===== config.mk =====
export PLATFORM = sky130hd
export DESIGN_NAME = seq_guard_detect
export DESIGN_NICKNAME = d
export VERILOG_FILES = /design/src/rtl/seq_guard_pkg.sv /design/src/rtl/seq_guard_window.sv /design/src/rtl/seq_guard_ctrl.sv /design/src/rtl/seq_guard_detect.sv
export SDC_FILE = /design/constraint.sdc
export NUM_CORES = 1
export LEC_CHECK = 0
export BUFFER_PORTS_ARGS = -buffer_cell sky130_fd_sc_hd__buf_2
export CAP_MARGIN = 5
export CORE_AREA = 5 5 42 44
export CTS_BUF_LIST = sky130_fd_sc_hd__clkbuf_4
export CTS_CLUSTER_DIAMETER = 60
export DETAILED_ROUTE_END_ITERATION = 10
export DIE_AREA = 0 0 47 49
export PLACE_DENSITY_LB_ADDON = 0.08
export SLEW_MARGIN = 0
export SYNTH_ARGS = -nofsm -noshare
export SYNTH_HDL_FRONTEND = slang
export SYNTH_HIERARCHICAL = 1
export SYNTH_SLANG_ARGS = --single-unit

===== constraint.sdc =====
create_clock -name clk -period 1.2 [get_ports clk]
set_input_delay 0.36 -clock clk [delete_from_list [all_inputs] [get_ports clk]]
set_output_delay 0.36 -clock clk [all_outputs]
set_load 0.005 [all_outputs]

===== src/rtl/seq_guard_pkg.sv =====
package seq_guard_pkg;

    // Window length and the two recognised patterns, oldest bit in the MSB.
    localparam int          WIN_W    = 3;
    localparam logic [2:0]  PAT_HIT  = 3'b010;
    localparam logic [2:0]  PAT_KILL = 3'b100;

    // Controller encoding: the low bit is the output, the high bit the lockout.
    typedef enum logic [1:0] {
        ST_IDLE  = 2'b00,
        ST_MATCH = 2'b01,
        ST_DEAD  = 2'b10
    } ctrl_state_e;

endpackage


===== src/rtl/seq_guard_window.sv =====
module seq_guard_window
    import seq_guard_pkg::*;
#(
    parameter int               WIN     = WIN_W,
    parameter logic [WIN-1:0]   HIT_P   = PAT_HIT,
    parameter logic [WIN-1:0]   KILL_P  = PAT_KILL
) (
    input  logic clk,
    input  logic rst,
    input  logic bit_in,
    output logic flag_hit,
    output logic flag_kill
);

    localparam int FILL_W = $clog2(WIN + 1);
    localparam logic [FILL_W-1:0] FILL_FULL = FILL_W'(WIN);

    typedef struct packed {
        logic [WIN-1:0]    win;
        logic [FILL_W-1:0] fill;
    } win_regs_t;

    win_regs_t win_d, win_q;
    logic      full;

    always_comb begin
        win_d     = win_q;
        win_d.win = {win_q.win[WIN-2:0], bit_in};
        if (win_q.fill != FILL_FULL) begin
            win_d.fill = win_q.fill + 1'b1;
        end
        if (rst) begin
            win_d = '0;
        end
    end

    always_ff @(posedge clk) begin
        win_q <= win_d;
    end

    assign full      = (win_q.fill == FILL_FULL);
    assign flag_hit  = full && (win_q.win == HIT_P);
    assign flag_kill = full && (win_q.win == KILL_P);

    // the fill count never moves backwards outside reset
    a_r5_fill_monotonic: assert property (@(posedge clk) disable iff (rst)
        (win_q.fill != '0) |=> (win_q.fill >= $past(win_q.fill)));

endmodule


===== src/rtl/seq_guard_ctrl.sv =====
module seq_guard_ctrl
    import seq_guard_pkg::*;
(
    input  logic clk,
    input  logic rst,
    input  logic flag_hit,
    input  logic flag_kill,
    output logic hit_q
);

    typedef struct packed {
        ctrl_state_e st;
    } ctrl_regs_t;

    ctrl_regs_t ctl_d, ctl_q;
    logic [1:0] st_bits;

    always_comb begin
        st_bits  = ctl_q.st;
        ctl_d.st = ctrl_state_e'({st_bits[1] | flag_kill,
                                  ~st_bits[1] & flag_hit});
        if (rst) begin
            ctl_d.st = ST_IDLE;
        end
    end

    always_ff @(posedge clk) begin
        ctl_q <= ctl_d;
    end

    assign hit_q = ctl_q.st[0];

    // lockout state is held until reset
    a_r3_dead_sticky: assert property (@(posedge clk) disable iff (rst)
        (ctl_q.st == ST_DEAD) |=> (ctl_q.st == ST_DEAD));

    // the unused code is never reached
    a_r6_state_legal: assert property (@(posedge clk) disable iff (rst)
        ctl_q.st != 2'b11);

endmodule


===== src/rtl/seq_guard_detect.sv =====
module seq_guard_detect
    import seq_guard_pkg::*;
(
    input  logic clk,
    input  logic rst,
    input  logic bit_in,
    output logic hit_out
);

    logic flag_hit;
    logic flag_kill;

    seq_guard_window #(
        .WIN    (WIN_W),
        .HIT_P  (PAT_HIT),
        .KILL_P (PAT_KILL)
    ) u_window (
        .clk       (clk),
        .rst       (rst),
        .bit_in    (bit_in),
        .flag_hit  (flag_hit),
        .flag_kill (flag_kill)
    );

    seq_guard_ctrl u_ctrl (
        .clk       (clk),
        .rst       (rst),
        .flag_hit  (flag_hit),
        .flag_kill (flag_kill),
        .hit_q     (hit_out)
    );

    // Edges seen since reset, saturating; used only by the checks below.
    logic [2:0] since_rst_q;
    always_ff @(posedge clk) begin
        if (rst)                    since_rst_q <= '0;
        else if (since_rst_q != 3'd7) since_rst_q <= since_rst_q + 3'd1;
    end

    // a pulse needs a 010 window one cycle earlier
    a_r1_hit_follows_pattern: assert property (@(posedge clk) disable iff (rst)
        hit_out |-> $past(flag_hit));

    // a 100 window suppresses the next output
    a_r3_kill_blocks_next: assert property (@(posedge clk) disable iff (rst)
        flag_kill |=> !hit_out);

    // no two pulses back to back
    a_r7_no_back_to_back: assert property (@(posedge clk) disable iff (rst)
        hit_out |=> !hit_out);

    // first possible pulse is four edges after reset release
    a_r5_hit_after_fill: assert property (@(posedge clk) disable iff (rst)
        hit_out |-> (since_rst_q >= 3'd4));

endmodule


==> impl_results.md, run 1 <==
* Post-synth top area cell: dfxtp_1
* N_diodes at 0
* Setup crit end kind: flip-flop
* Crit-path max FO at 4
* Setup Fix Bufs, Post-CTS at 0
* Dpl ws at 0.110 ns
* Fin crit period at 1.09 ns
* Part of the power in combinational logic at 8.9%
* Top cells by area, synth: dfxtp_1 (57%), and4bb_2 (10%), nor2b_1 (7.7%)
* Largest family of logic cells by synthesized area: simple AND/OR/NAND/NOR gates
* Synth warnings at 6
* CP Class: flip-flop to flip-flop
* CP bufs+invs at 0
* Clock share of power at 42.7%
* CTS tree: done
* Syn avg cell area at 12.9 um2
* Routed WL at 375 um
* Top cells by count, synth: dfxtp_1 (7), nor2b_1 (3), and4bb_2 (2), nor2_1 (2)
* # IOs at 4
* Adder-cell area share of the yosys netlist at 5.10%
* Worst min-delay path class: primary input to flip-flop
* DR pass1 iterations at 3
* Remaining DRCs at 0
* Pin count of the biggest net entering global routing at 8
* Antenna viol nets, final at 0
* Hold_ws at 0.329 ns
* Async set-reset flop share out of synthesis at 0%
* Clk_skew at 0.00194 ns
* Rel. slew slack at 88.5%
* DR vias/cell at 3.33
* Die area at 0.00230 mm2
* R2r setup slk at 0.11 ns
* RSZ-0062 raised after global routing: false
* Register area share after synthesis at 57.1%
* Vias in the first global route at 124
* GP Congestion at 0.605
* Synth Area in Compound Gates at 4.08%
* WL/cell at 8.93 um
* Total CTS buffers at 3
* Initial DRC count at 1
* First-pass GRT wire length at 552 um
* XOR/XNOR Fraction of Synth Area at 3.57%
* Switching power at 0.117 mW
* Die height at 49 um
* Nets at 31
* Multiplexer share of the synthesized area at 4.08%
* Crit share post-route at 90.9%
* PnR worst setup slack at 0.109 ns
* Int Pwr at 0.429 mW
* Startpoint types: flip-flop
* Unique masters post-synth at 9
* Critical path's slowest cell: dfxtp_1
* Yosys reg bits at 7
* Final count of pins violating max slew at 0
* Final setup fails at 0
* CTS root buf: clkbuf_4
* Reg power frac at 48.4%
* Critical path's top delay family: flip-flops
* Worst-margin pin slew at 0.173 ns
* Critical Path RT at 1.34 ns
* Mapped Nets at 23
* Worst path arrival time at 1.23 ns
* # rows at 14
* H-Tree Depth at 1
* Die X at 47 um
* Port Buffers at 3
* Total Power at 0.545 mW
* Status: finished, final reports clean
* Setup TNS at 0 ns
* Mapped Cells at 19
* Gr usage total at 4.09%
* Initial antenna violation count at 0
* PD cells at 1760 mW/mm2
* Core footprint at 0.00140 mm2
* Pleak at 0.142 nW
* Layout cells sized above 1 at 38.5%
* Clk Latency, worst-skew pair at 0.24 ns
* Clock-pin slew on the worst setup and hold paths at 0.05 ns
* Sw frac at 21.4%
* Yosys top cell area share at 57.1%
* Area growth syn-to-layout at 26.5%
* Maximum clock path buffer count at 2
* Post-Synth Simple-Gate Area at 26.0%
* Initial Util at 17.5%
* # hold bufs at CTS at 0
* CTS resizes at 0
* Worst path max stage delay at 0.32 ns
* Mapped cell area at 245 um2
* Number of synthesized flops with an enable pin at 0
* Fmax at 917 MHz
* Dpl hpwl at 255 um
* Final Hold Fails at 0
* Most used DFF post-synth: dfxtp_1
* Most common cell in the netlist: dfxtp_1
* GR Overflow Total at 0
* Maxcap violations at 0
* Critical-path cell list: ha_1 > and4bb_2 > o21ba_1
* Vias at 140
* VDD IR max at 0.460 mV
* Sink Count at 7
-- cell type report --
type	count	area [um2]
Sequential cell	7	140
Tap cell	16	20.0
Clock buffer	4	30.0
Fill cell	160	1090
Multi-Input combinational cell	12	105
Timing Repair Buffer	3	15.0
-- placed cells by master (no fill, tap or decap) --
cell type,netlist,final
and4bb_2,2,2
nor3b_2,1,1
mux2i_1,1,1
ha_1,1,1
nor2b_1,3,3
xor2_1,1,1
nor2_1,2,2
o21ba_1,1,1
buf_2,0,3
clkbuf_4,0,4
dfxtp_1,7,7
-- routing by layer --
layer	part of all wire, %	global-route usage, %	vias up
li1	-	-	79
met1	54	4.65	55
met2	36	3.62	4
met3	7.2	2.21	2
met4	2.4	6.91	0
met5	0	0	-
-- final timing paths --
check,cells after the start,start,end
worst min register to register,1,u_ctrl/ctl_q[1]$_SDFF_PP0_,u_ctrl/ctl_q[0]$_SDFF_PP0_
worst max register to register,3,u_window/win_q[0]$_SDFFE_PP0N_,u_ctrl/ctl_q[1]$_SDFF_PP0_
worst min-delay path,2,bit_in,u_window/win_q[2]$_SDFF_PP0_
worst max-delay path,3,u_window/win_q[0]$_SDFFE_PP0N_,u_ctrl/ctl_q[1]$_SDFF_PP0_
-- logic make-up (layout without fill, tap and decap cells) --
family,count (synthesis),count (layout)
compound gates,1,1
xor+xnor,1,1
fa+ha+maj,1,1
buf+inv,0,7
flops,7,7
mux,1,1
simple gates,8,8
-- state kept, by name, indices dropped and copies added, names as in the netlist --
name,cells
u_window/win_q,5
u_ctrl/ctl_q,2
-- through the flow --
stage | util, % | area [um2] | instances
3_5_place_dp | 20.0 | 280 | 38
6_report | 22.1 | 310 | 42
3_3_place_gp | 20.0 | 280 | 38
2_1_floorplan | - | 245 | 19
4_1_cts | 22.1 | 310 | 42
5_1_grt | 22.1 | 310 | 42
-- power groups by stage --
stage,clock (mW),sequential (mW),combinational (mW)
after floorplan,0,0.266,0.0375
after global placement,0,0.268,0.0472
after detailed placement,0,0.268,0.0488
after CTS,0.245,0.264,0.0489
after global routing,0.253,0.266,0.0570
final,0.233,0.264,0.0485
Note: power is estimated with default switching activity, not from simulation.
==> run 2, diff against run 1 <==
--- a/config.mk
+++ b/config.mk
@@ -12,7 +12,7 @@
 export CTS_CLUSTER_DIAMETER = 60
 export DETAILED_ROUTE_END_ITERATION = 10
 export DIE_AREA = 0 0 47 49
-export PLACE_DENSITY_LB_ADDON = 0.08
+export PLACE_DENSITY = 0.45
 export SLEW_MARGIN = 0
 export SYNTH_ARGS = -nofsm -noshare
 export SYNTH_HDL_FRONTEND = slang
==> constraint.sdc (replaced) <==
create_clock -name clk -period 1.11 [get_ports clk]
set_input_delay 0.333 -clock clk [delete_from_list [all_inputs] [get_ports clk]]
set_output_delay 0.333 -clock clk [all_outputs]
set_load 0.005 [all_outputs]
==> run 2 against run 1 <==
Power grew 9.1%. Critical path depth unchanged. Clock skew rose by 0.0035 ns. Routed wire length decreased by 6.7%. Worst setup slack got worse by 0.040 ns. Final cell count up 2.4%. Critical path type unchanged.
==> impl_results.md, run 2 (synthesized netlist as in run 1, its figures left out) <==
* Status: finished, final reports clean
* Core footprint at 0.00140 mm2
* Largest registers: u_window/win_q (5), u_ctrl/ctl_q (2)
* Nets at 32
* Final Hold Fails at 0
* Vias in the first global route at 180
* Layout cells sized above 1 at 40.7%
* Largest register FFs at 5
* CTS resizes at 0
* Clk Latency, worst-skew pair at 0.25 ns
* Fmax at 961 MHz
* Crit share post-route at 93.8%
* Antenna viol nets, final at 0
* CTS tree: done
* Worst-margin pin slew at 0.129 ns
* Total Power at 0.595 mW
* Int Pwr at 0.468 mW
* Fin crit period at 1.04 ns
* Critical path's top delay family: flip-flops
* Final non-filler cell total at 43
* Part of the power in combinational logic at 10.0%
* Clk_skew at 0.00547 ns
* FF-to-FF End: u_ctrl/ctl_q[1]$_SDFF_PP0_
* HP Start: bit_in
* Vias at 161
* Worst path arrival time at 1.19 ns
* Area growth syn-to-layout at 29.6%
* Maximum clock path buffer count at 2
* CTS root buf: clkbuf_4
* Hold_ws at 0.294 ns
* Worst min-delay path class: primary input to flip-flop
* Die X at 47 um
* Pleak at 0.148 nW
* Leading cell type in the layout, fill and taps excluded: dfxtp_1
* PD cells at 1870 mW/mm2
* Critical R2R Launch: u_window/win_q[0]$_SDFFE_PP0N_
* GR Overflow Total at 0
* Worst path max stage delay at 0.31 ns
* Critical path's slowest cell: dfxtp_1
* Cells after DPL at 39
* H-Tree Depth at 1
* Final count of pins violating max slew at 0
* Switching power at 0.127 mW
* # rows at 14
* R2r setup slk at 0.07 ns
* Crit-path max FO at 3
* Hold depth at 2
* First-pass GRT wire length at 731 um
* Rel. slew slack at 91.1%
* Reg power frac at 48.1%
* Port Buffers at 3
* Setup TNS at 0 ns
* Critical Path RT at 1.25 ns
* Maxcap violations at 0
* PnR worst setup slack at 0.0690 ns
* Sink Count at 7
* Clock-pin slew on the worst setup and hold paths at 0.05 ns
* Pin count of the biggest net entering global routing at 8
* DR vias/cell at 3.74
* WL/cell at 8.14 um
* Gr usage total at 4.87%
* DR pass1 iterations at 2
* VDD IR max at 0.581 mV
* Initial Util at 17.5%
* Remaining DRCs at 0
* # IOs at 4
* CP bufs+invs at 0
* Setup Fix Bufs, Post-CTS at 0
* GP Congestion at 0.639
* Sw frac at 21.3%
* Dpl hpwl at 290 um
* N_diodes at 0
* Final setup fails at 0
* Die area at 0.00230 mm2
* # hold bufs at CTS at 0
* Critical-path cell list: ha_1 > and4bb_2 > o21ba_1
* Commonest non-fill, non-tap cells in the layout: dfxtp_1 (7), clkbuf_4 (4), buf_2 (3), nor2b_1 (3)
* Clock share of power at 41.9%
* Hold EP: u_window/win_q[2]$_SDFF_PP0_
* Routed WL at 350 um
* Dpl ws at 0.0627 ns
* CP Class: flip-flop to flip-flop
* FF-to-FF path depth at 3
* Initial DRC count at 1
* Initial antenna violation count at 0
* RSZ-0062 raised after global routing: false
* Setup crit end kind: flip-flop
* Die height at 49 um
* Startpoint types: flip-flop
* Total CTS buffers at 3
* Reg with most FFs: u_window/win_q
==> run 2: metrics by stage <==
step / cell area (um2) / utilization [%]
finish: 318 / 22.7
global placement: 288 / 20.5
floorplan: 245 / -
global route: 318 / 22.7
CTS: 318 / 22.7
detailed placement: 288 / 20.5
==> run 2: cell type report <==
type	instances	area (um2)
sequential	7	140
timing repair buffer	4	22.5
multi-input combinational	12	105
tap	16	20.0
fill	162	1080
clock buffer	4	30.0
==> run 2: worst max-delay path by stage <==
stage          slack [ns]                              to  cells after the start                            from
4_1_cts              0.06      u_ctrl/ctl_q[1]$_SDFF_PP0_                      3  u_window/win_q[0]$_SDFFE_PP0N_
3_5_place_dp         0.06      u_ctrl/ctl_q[1]$_SDFF_PP0_                      3  u_window/win_q[0]$_SDFFE_PP0N_
5_1_grt              0.03  u_window/win_q[1]$_SDFFE_PP0N_                      4  u_window/win_q[0]$_SDFFE_PP0N_
2_1_floorplan        0.07      u_ctrl/ctl_q[1]$_SDFF_PP0_                      3  u_window/win_q[0]$_SDFFE_PP0N_
6_report             0.07      u_ctrl/ctl_q[1]$_SDFF_PP0_                      3  u_window/win_q[0]$_SDFFE_PP0N_
3_3_place_gp         0.07      u_ctrl/ctl_q[1]$_SDFF_PP0_                      3  u_window/win_q[0]$_SDFFE_PP0N_
==> run 2: per-layer routing <==
layer  share of wire [%]  up-vias  GRT usage [%]
met1                  29       72           4.65
met3                 9.7        2           1.48
met2                  55        6           6.56
met4                 4.9        0           6.91
met5                   0        -              0
li1                    -       81              -
==> run 2: power groups by stage <==
stage	clock [mW]	combinational, mW	sequential [mW]
finish	0.249	0.0596	0.286
floorplan	0	0.0405	0.288
global placement	0	0.0562	0.289
global route	0.269	0.0711	0.288
CTS	0.262	0.0617	0.287
detailed placement	0	0.0610	0.292
